$ cat src/rtl/t1_ft_pkg.sv
// Package: shared constants for the T1 frame timing generator.
// Assumes the standard T1 layout: one framing bit followed by the channel payload.
package t1_ft_pkg;
    localparam int T1_CHANNELS  = 24;
    localparam int T1_CHAN_BITS = 8;
    localparam int T1_SF_FRAMES = 12;
    localparam int T1_EF_FRAMES = 24;
    localparam int T1_SIG_EVERY = 6;
endpackage

$ cat src/rtl/t1_ft_pos_ctr.sv
// Module: bit-position counter inside a frame.
// Tracks the channel (0 = framing bit, 1..N_CHAN) and the bit within the channel (1..CHAN_BITS).
// Assumes one bit per clock. A reload forces the next cycle to be a framing bit.
module t1_ft_pos_ctr #(
    parameter int N_CHAN    = 24,
    parameter int CHAN_BITS = 8,
    localparam int CW = $clog2(N_CHAN + 1),
    localparam int BW = $clog2(CHAN_BITS + 1)
) (
    input  logic          clk,
    input  logic          rst_n,
    input  logic          reload,
    output logic [CW-1:0] chan_q,
    output logic [BW-1:0] bit_q,
    output logic          last_bit
);
    localparam logic [CW-1:0] LAST_CHAN = CW'(N_CHAN);
    localparam logic [BW-1:0] LAST_BIT  = BW'(CHAN_BITS);

    logic at_fbit;
    logic at_lsb;

    // Decode the points where the counters turn over.
    always_comb begin
        at_fbit  = (chan_q == '0);
        at_lsb   = (bit_q == LAST_BIT);
        last_bit = at_lsb && (chan_q == LAST_CHAN);
    end

    // Step through the framing bit, then each channel bit by bit.
    always_ff @(posedge clk) begin
        if (!rst_n || reload) begin
            chan_q <= '0;
            bit_q  <= '0;
        end else if (at_fbit) begin
            chan_q <= CW'(1);
            bit_q  <= BW'(1);
        end else if (at_lsb) begin
            if (chan_q == LAST_CHAN) begin
                chan_q <= '0;
                bit_q  <= '0;
            end else begin
                chan_q <= chan_q + CW'(1);
                bit_q  <= BW'(1);
            end
        end else begin
            bit_q <= bit_q + BW'(1);
        end
    end
endmodule

$ cat src/rtl/t1_ft_frame_ctr.sv
// Module: frame counter within a multiframe.
// Counts 1..SF_LEN or 1..EF_LEN and advances when the position counter passes its last bit.
// Assumes the multiframe length changes only while in reset. An out-of-range value wraps to 1.
module t1_ft_frame_ctr #(
    parameter int SF_LEN = 12,
    parameter int EF_LEN = 24,
    localparam int FW = $clog2(EF_LEN + 1)
) (
    input  logic          clk,
    input  logic          rst_n,
    input  logic          esf_mode,
    input  logic          advance,
    input  logic          reload,
    input  logic          reload_first,
    output logic [FW-1:0] frame_q
);
    logic [FW-1:0] mf_last;

    // Select the multiframe length.
    always_comb mf_last = esf_mode ? FW'(EF_LEN) : FW'(SF_LEN);

    // Advance, wrap, or realign the frame number.
    always_ff @(posedge clk) begin
        if (!rst_n) begin
            frame_q <= FW'(1);
        end else if (reload) begin
            if (reload_first) frame_q <= FW'(1);
        end else if (advance) begin
            frame_q <= (frame_q >= mf_last) ? FW'(1) : frame_q + FW'(1);
        end
    end
endmodule

$ cat src/rtl/t1_ft_chan_gate.sv
// Module: per-channel gate and channel clock decode.
// The gate is the mask bit of the current channel (bit 0 = channel 1) and is 0 in the framing bit.
// The channel clock marks the last bit of every channel.
module t1_ft_chan_gate #(
    parameter int N_CHAN    = 24,
    parameter int CHAN_BITS = 8,
    localparam int CW = $clog2(N_CHAN + 1),
    localparam int BW = $clog2(CHAN_BITS + 1)
) (
    input  logic [CW-1:0]     chan_i,
    input  logic [BW-1:0]     bit_i,
    input  logic [N_CHAN-1:0] mask_i,
    output logic              gate_o,
    output logic              cclk_o
);
    logic [N_CHAN-1:0] hit;

    // One select term per channel, then OR them together.
    for (genvar c = 0; c < N_CHAN; c++) begin : g_sel
        always_comb hit[c] = (chan_i == CW'(c + 1)) && mask_i[c];
    end

    // Combine the channel selects and decode the channel clock.
    always_comb begin
        gate_o = |hit;
        cclk_o = (bit_i == BW'(CHAN_BITS));
    end
endmodule

$ cat src/rtl/t1_ft_sync_gen.sv
// Module: frame / multiframe sync pulse generator.
// Frame mode: pulse in the framing bit, stretched by one bit in signaling frames when enabled.
// Multiframe mode: pulse only in the framing bit of frame 1. Idle when the sync is an input.
module t1_ft_sync_gen #(
    parameter int N_CHAN    = 24,
    parameter int CHAN_BITS = 8,
    parameter int EF_LEN    = 24,
    parameter int SIG_EVERY = 6,
    localparam int CW = $clog2(N_CHAN + 1),
    localparam int BW = $clog2(CHAN_BITS + 1),
    localparam int FW = $clog2(EF_LEN + 1)
) (
    input  logic [CW-1:0] chan_i,
    input  logic [BW-1:0] bit_i,
    input  logic [FW-1:0] frame_i,
    input  logic          mf_sel,
    input  logic          dbl_en,
    input  logic          dir_in,
    output logic          sync_o
);
    logic at_fbit;
    logic first_payload;
    logic sig_frame;

    // Classify the current bit and frame.
    always_comb begin
        at_fbit       = (chan_i == '0);
        first_payload = (chan_i == CW'(1)) && (bit_i == BW'(1));
        sig_frame     = ((frame_i % FW'(SIG_EVERY)) == '0);
    end

    // Form the pulse for the selected mode.
    always_comb begin
        if (dir_in)
            sync_o = 1'b0;
        else if (mf_sel)
            sync_o = at_fbit && (frame_i == FW'(1));
        else
            sync_o = at_fbit || (dbl_en && sig_frame && first_payload);
    end
endmodule

$ cat src/rtl/t1_frame_timer.sv
// Module: T1 frame timing and channel gate generator (top).
// Assumes clk is the line bit clock with one bit per cycle and that the mode inputs are static
// outside reset. The outputs are decoded from the counter state, so they carry no added latency.
module t1_frame_timer #(
    parameter int N_CHAN    = t1_ft_pkg::T1_CHANNELS,
    parameter int CHAN_BITS = t1_ft_pkg::T1_CHAN_BITS,
    parameter int SF_LEN    = t1_ft_pkg::T1_SF_FRAMES,
    parameter int EF_LEN    = t1_ft_pkg::T1_EF_FRAMES,
    parameter int SIG_EVERY = t1_ft_pkg::T1_SIG_EVERY,
    localparam int CW = $clog2(N_CHAN + 1),
    localparam int BW = $clog2(CHAN_BITS + 1),
    localparam int FW = $clog2(EF_LEN + 1)
) (
    input  logic              clk,
    input  logic              rst_n,
    input  logic              esf_mode,
    input  logic              sync_mf_sel,
    input  logic              sync_dbl_en,
    input  logic              sync_dir_in,
    input  logic              sync_in,
    input  logic [N_CHAN-1:0] chan_mask,
    output logic              fbit,
    output logic [CW-1:0]     chan_num,
    output logic [BW-1:0]     bit_num,
    output logic              chan_clk,
    output logic              chan_gate,
    output logic [FW-1:0]     frame_num,
    output logic              sync_out
);
    logic reload;
    logic last_bit;

    // Accept an external boundary only when the sync is an input.
    always_comb reload = sync_dir_in && sync_in;

    t1_ft_pos_ctr #(.N_CHAN(N_CHAN), .CHAN_BITS(CHAN_BITS)) u_pos (
        .clk      (clk),
        .rst_n    (rst_n),
        .reload   (reload),
        .chan_q   (chan_num),
        .bit_q    (bit_num),
        .last_bit (last_bit)
    );

    t1_ft_frame_ctr #(.SF_LEN(SF_LEN), .EF_LEN(EF_LEN)) u_frm (
        .clk          (clk),
        .rst_n        (rst_n),
        .esf_mode     (esf_mode),
        .advance      (last_bit),
        .reload       (reload),
        .reload_first (sync_mf_sel),
        .frame_q      (frame_num)
    );

    t1_ft_chan_gate #(.N_CHAN(N_CHAN), .CHAN_BITS(CHAN_BITS)) u_gate (
        .chan_i (chan_num),
        .bit_i  (bit_num),
        .mask_i (chan_mask),
        .gate_o (chan_gate),
        .cclk_o (chan_clk)
    );

    t1_ft_sync_gen #(.N_CHAN(N_CHAN), .CHAN_BITS(CHAN_BITS), .EF_LEN(EF_LEN),
                     .SIG_EVERY(SIG_EVERY)) u_sync (
        .chan_i  (chan_num),
        .bit_i   (bit_num),
        .frame_i (frame_num),
        .mf_sel  (sync_mf_sel),
        .dbl_en  (sync_dbl_en),
        .dir_in  (sync_dir_in),
        .sync_o  (sync_out)
    );

    // Flag the framing-bit time.
    always_comb fbit = (chan_num == '0);
endmodule

$ cat config.mk
export PLATFORM = sky130hd
export DESIGN_NAME = t1_frame_timer
export DESIGN_NICKNAME = d
export VERILOG_FILES = /design/src/rtl/t1_ft_pkg.sv /design/src/rtl/t1_ft_pos_ctr.sv /design/src/rtl/t1_ft_frame_ctr.sv /design/src/rtl/t1_ft_chan_gate.sv /design/src/rtl/t1_ft_sync_gen.sv /design/src/rtl/t1_frame_timer.sv
export SDC_FILE = /design/constraint.sdc
export NUM_CORES = 1
export LEC_CHECK = 0
export CORE_AREA = 3 3 60 62
export CTS_BUF_LIST = sky130_fd_sc_hd__clkbuf_8
export DETAILED_ROUTE_END_ITERATION = 16
export DIE_AREA = 0 0 63 65
export GPL_TIMING_DRIVEN = 0
export PLACE_DENSITY_LB_ADDON = 0.05
export SLEW_MARGIN = 20
export SYNTH_ARGS = -nofsm -noshare
export SYNTH_HDL_FRONTEND = slang
export SYNTH_HIERARCHICAL = 1
export SYNTH_SLANG_ARGS = --single-unit
$ cat constraint.sdc
create_clock -name clk -period 4.2 [get_ports clk]
set_input_delay 1.05 -clock clk [delete_from_list [all_inputs] [get_ports clk]]
set_output_delay 1.05 -clock clk [all_outputs]
set_load 0.01 [all_outputs]
==> flow_metrics.tcl, run 1 <==
set metrics [dict create \
    wl_mm 4.060 \
    dp.cells 264 \
    synth-main-ff-cell "dfxtp_1" \
    cts_tree "done" \
    fin_worst_skew_ns 0.003572 \
    wl_met2_mm 2.017 \
    core_sq_um 3078 \
    crit_type "reg -> out" \
    slew_viol_final 0 \
    die_h_um 65 \
    drtAntennaViolNets 0 \
    wl_met3_um 280 \
    synthCells 172 \
    cp-start-kind "register" \
    seq_area_frac_synth_pct 19.31 \
    reg2reg_depth 8 \
    syn-cell-area_sq_um 1451 \
    routed_via_density 5.772 \
    finalCritPeriodShare_pct 94.82 \
    yosys-top-cells-area "dfxtp_1 (19%), ha_1 (9.5%), mux2i_1 (5.5%)" \
    holdPathStages 2 \
    grt_usage_pct 20.10 \
    crit_start "u_frm/frame_q[3]" \
    syn_nets 214 \
    min_to "u_frm/frame_q[3]" \
    drive_gt1_share_pct 13.60 \
    final_cells 272 \
    cts_buffer_depth 2 \
    p_leak_nw 0.7846 \
    clock_sink_count 14 \
    antenna_found_initial 0 \
    drv_cap 0 \
    pwr_density_cell_nw_per_um2 162.6 \
    clkTransAtPathRegs_ns 0.06 \
    holdWs_ns 0.5496 \
    area_growth_pct 43.97 \
    layout_commonest_cell "clkdlybuf4s50_1" \
    io_buffers 48 \
    synth.distinct_cells 56 \
    timing.final.ws_setup_ns 0.2176 \
    synth_top_cell_area_share_pct 19.31 \
    cpMostUsedCell "ha_1" \
    fmax_mhz 251.1 \
    r2r-end "u_frm/frame_q[0]" \
    worstPathCellList "ha_1 > buf_6 > mux2i_4 > a31o_1 > ha_2 > xor2_1 > a41oi_1 > ha_1 > nor2b_1 > o221ai_1 > a22oi_1 > dlygate4sd2_1" \
    synth.avg_cell_area_sq_um 8.438 \
    slew_headroom_pct 64.81 \
    routed.top_layer "met4" \
    antenna_cells 0 \
    wire_per_inst_um 14.93 \
    ir_drop_uv 185.0 \
    grt_pass1_vias 1495 \
    hp-class "reg -> reg" \
    place_ws_ns -0.1889 \
    critPathArrivalTime_ns 2.93 \
    fin_util_pct 67.89 \
    synth_edf_count 0 \
    grt-ovfl-total 0 \
    dpl.hpwl_mm 2.928 \
    slowest_stage "dfxtp_4" \
    rr_startpoint "u_pos/chan_q[0]" \
    grt_pass1_wl_mm 6.893 \
    crit_required_ns 3.15 \
    start_util_pct 47.15 \
    critPathCaptureType "output pin" \
    setup_viol 0 \
    drcViolationCount 0 \
    synth_seq_cells 14 \
    hold_viol 0 \
    status "finished clean" \
    first_iter_violations 83 \
    yosysTopAreaCell "dfxtp_1" \
    worst_path_largest_cell_delay_ns 0.39 \
    clkLatencyLatePin_ns 0.24 \
    numCtsBuffers 3 \
    io_pins 49 \
    num_rows 20 \
    htreeDepth 1 \
    ys.warnings.count 6 \
    rrSetupSlack_ns 1.97 \
    die_w_um 63 \
    min_period_ns 3.982 \
    first_pass_iters 4 \
    rsz0062_at_grt "no" \
    worstPathMaxFanout 12 \
    tightest_slew_ns 0.5271 \
    async_reset_ff_share_pct 0 \
    layout_common_cells "clkdlybuf4s50_1 (47), nand2_1 (18), inv_1 (13), dfxtp_1 (12)" \
    grt_max_degree 17 \
    worstHoldStart "u_frm/frame_q[3]" \
    clockRootBuffer "clkbuf_8" \
    dieArea_sq_um 4095 \
    drt-met1-wl_mm 1.752 \
    vias 1570 \
    fin_nets 271 \
    gp_congestion 0.7932 \
]
## worst max-delay path by stage
stage	end	slack, ns
floorplan	sync_out	0.55
global placement	sync_out	-0.1
detailed placement	sync_out	-0.19
CTS	sync_out	0.19
global route	sync_out	0.01
finish	sync_out	0.22
## layer usage
metal  global-route usage (%)  vias to the layer above
met5                        0                        -
met4                    3.030                        0
met3                    3.466                        2
met2                    35.84                       52
met1                    25.68                      750
li1                         -                      766
## cells by family (layout without fill, tap and decap cells)
logic type / count (synthesis) / count (layout) / share of synthesized area, %
DFF: 14 / 14 / 19.31
xor gates and xnor gates: 5 / 5 / 3.018
muxes: 13 / 13 / 10.34
and+or+nand+nor: 68 / 68 / 26.98
buffers and inverters: 18 / 74 / 6.379
adders and majority gates: 11 / 11 / 9.483
AOI/OAI and AO/OA: 43 / 43 / 24.48
## synthesized netlist by cell type, types with 3 or more instances
cell type	n
nand2b_1	4
xor2_1	3
nor2_1	10
ha_1	11
a41oi_1	4
nor2b_1	5
mux2i_1	8
nand2_1	18
a21oi_1	6
nor3b_1	3
buf_6	3
dfxtp_1	14
inv_1	13
nand3_1	8
mux2_2	3
a31oi_1	3
o21ai_0	4
nor3_1	3
## where the power goes
part / internal, W / switching (W) / total, W
combinational: 0.0000459 / 0.0000248 / 0.0000707
sequential: 0.000133 / 0.00000467 / 0.000138
clock: 0.0000829 / 0.0000480 / 0.000131
total: 0.000262 / 0.0000775 / 0.000340
## metrics by stage
step	instance area [sq um]	power (W)	TNS [ns]
after floorplan	1451	0.0001704	0
after global placement	1987	0.0002115	-0.09604
after detailed placement	1987	0.0002127	-0.1889
after CTS	2057	0.0003441	0
after global routing	2090	0.0003571	0
final	2090	0.0003397	0
## critical path, delay by kind of cell, from the launching register on
| kind | cells | cell delay, ns |
|---|---|---|
| simple gates | 1 | 0.11 |
| xor+xnor | 1 | 0.15 |
| buf+inv | 2 | 0.43 |
| mux | 1 | 0.19 |
| flops | 1 | 0.39 |
| fa+ha+maj | 3 | 0.71 |
| compound gates | 4 | 0.72 |
## layout make-up
class	instances	area, sq um
buffer	5	43.79
multi-input combinational	140	1090
inverter	13	48.80
sequential	14	287.8
tap	44	55.05
fill	260	988.4
timing repair buffer	52	509.2
clock buffer	4	55.05
## state kept, by name, indices dropped and copies added, names as in the netlist
signal	count
u_pos/chan_q	5
u_frm/frame_q	5
u_pos/bit_q	4
## repair_timing
action                                  4_1_cts  5_1_grt
hold buffers                                  0        0
endpoints found under the setup margin        1        1
setup buffers                                 0        4
resized for setup                             6        1
Note: power is estimated with default switching activity, not from simulation.
==> run 2: changes to the inputs <==
--- a/config.mk
+++ b/config.mk
@@ -7,6 +7,7 @@
 export LEC_CHECK = 0
 export CORE_AREA = 3 3 60 62
 export CTS_BUF_LIST = sky130_fd_sc_hd__clkbuf_8
+export CTS_CLUSTER_DIAMETER = 50
 export DETAILED_ROUTE_END_ITERATION = 16
 export DIE_AREA = 0 0 63 65
 export GPL_TIMING_DRIVEN = 0
==> results of run 2 <==
The final DEF is identical to that of run 1; final timing and power are the same.
==> run 3: changes to the inputs <==
--- a/config.mk
+++ b/config.mk
@@ -5,6 +5,7 @@
 export SDC_FILE = /design/constraint.sdc
 export NUM_CORES = 1
 export LEC_CHECK = 0
+export CAP_MARGIN = 20
 export CORE_AREA = 3 3 60 62
 export CTS_BUF_LIST = sky130_fd_sc_hd__clkbuf_8
 export CTS_CLUSTER_DIAMETER = 50
==> results of run 3 <==
The final DEF is identical to that of run 1; final timing and power are the same.
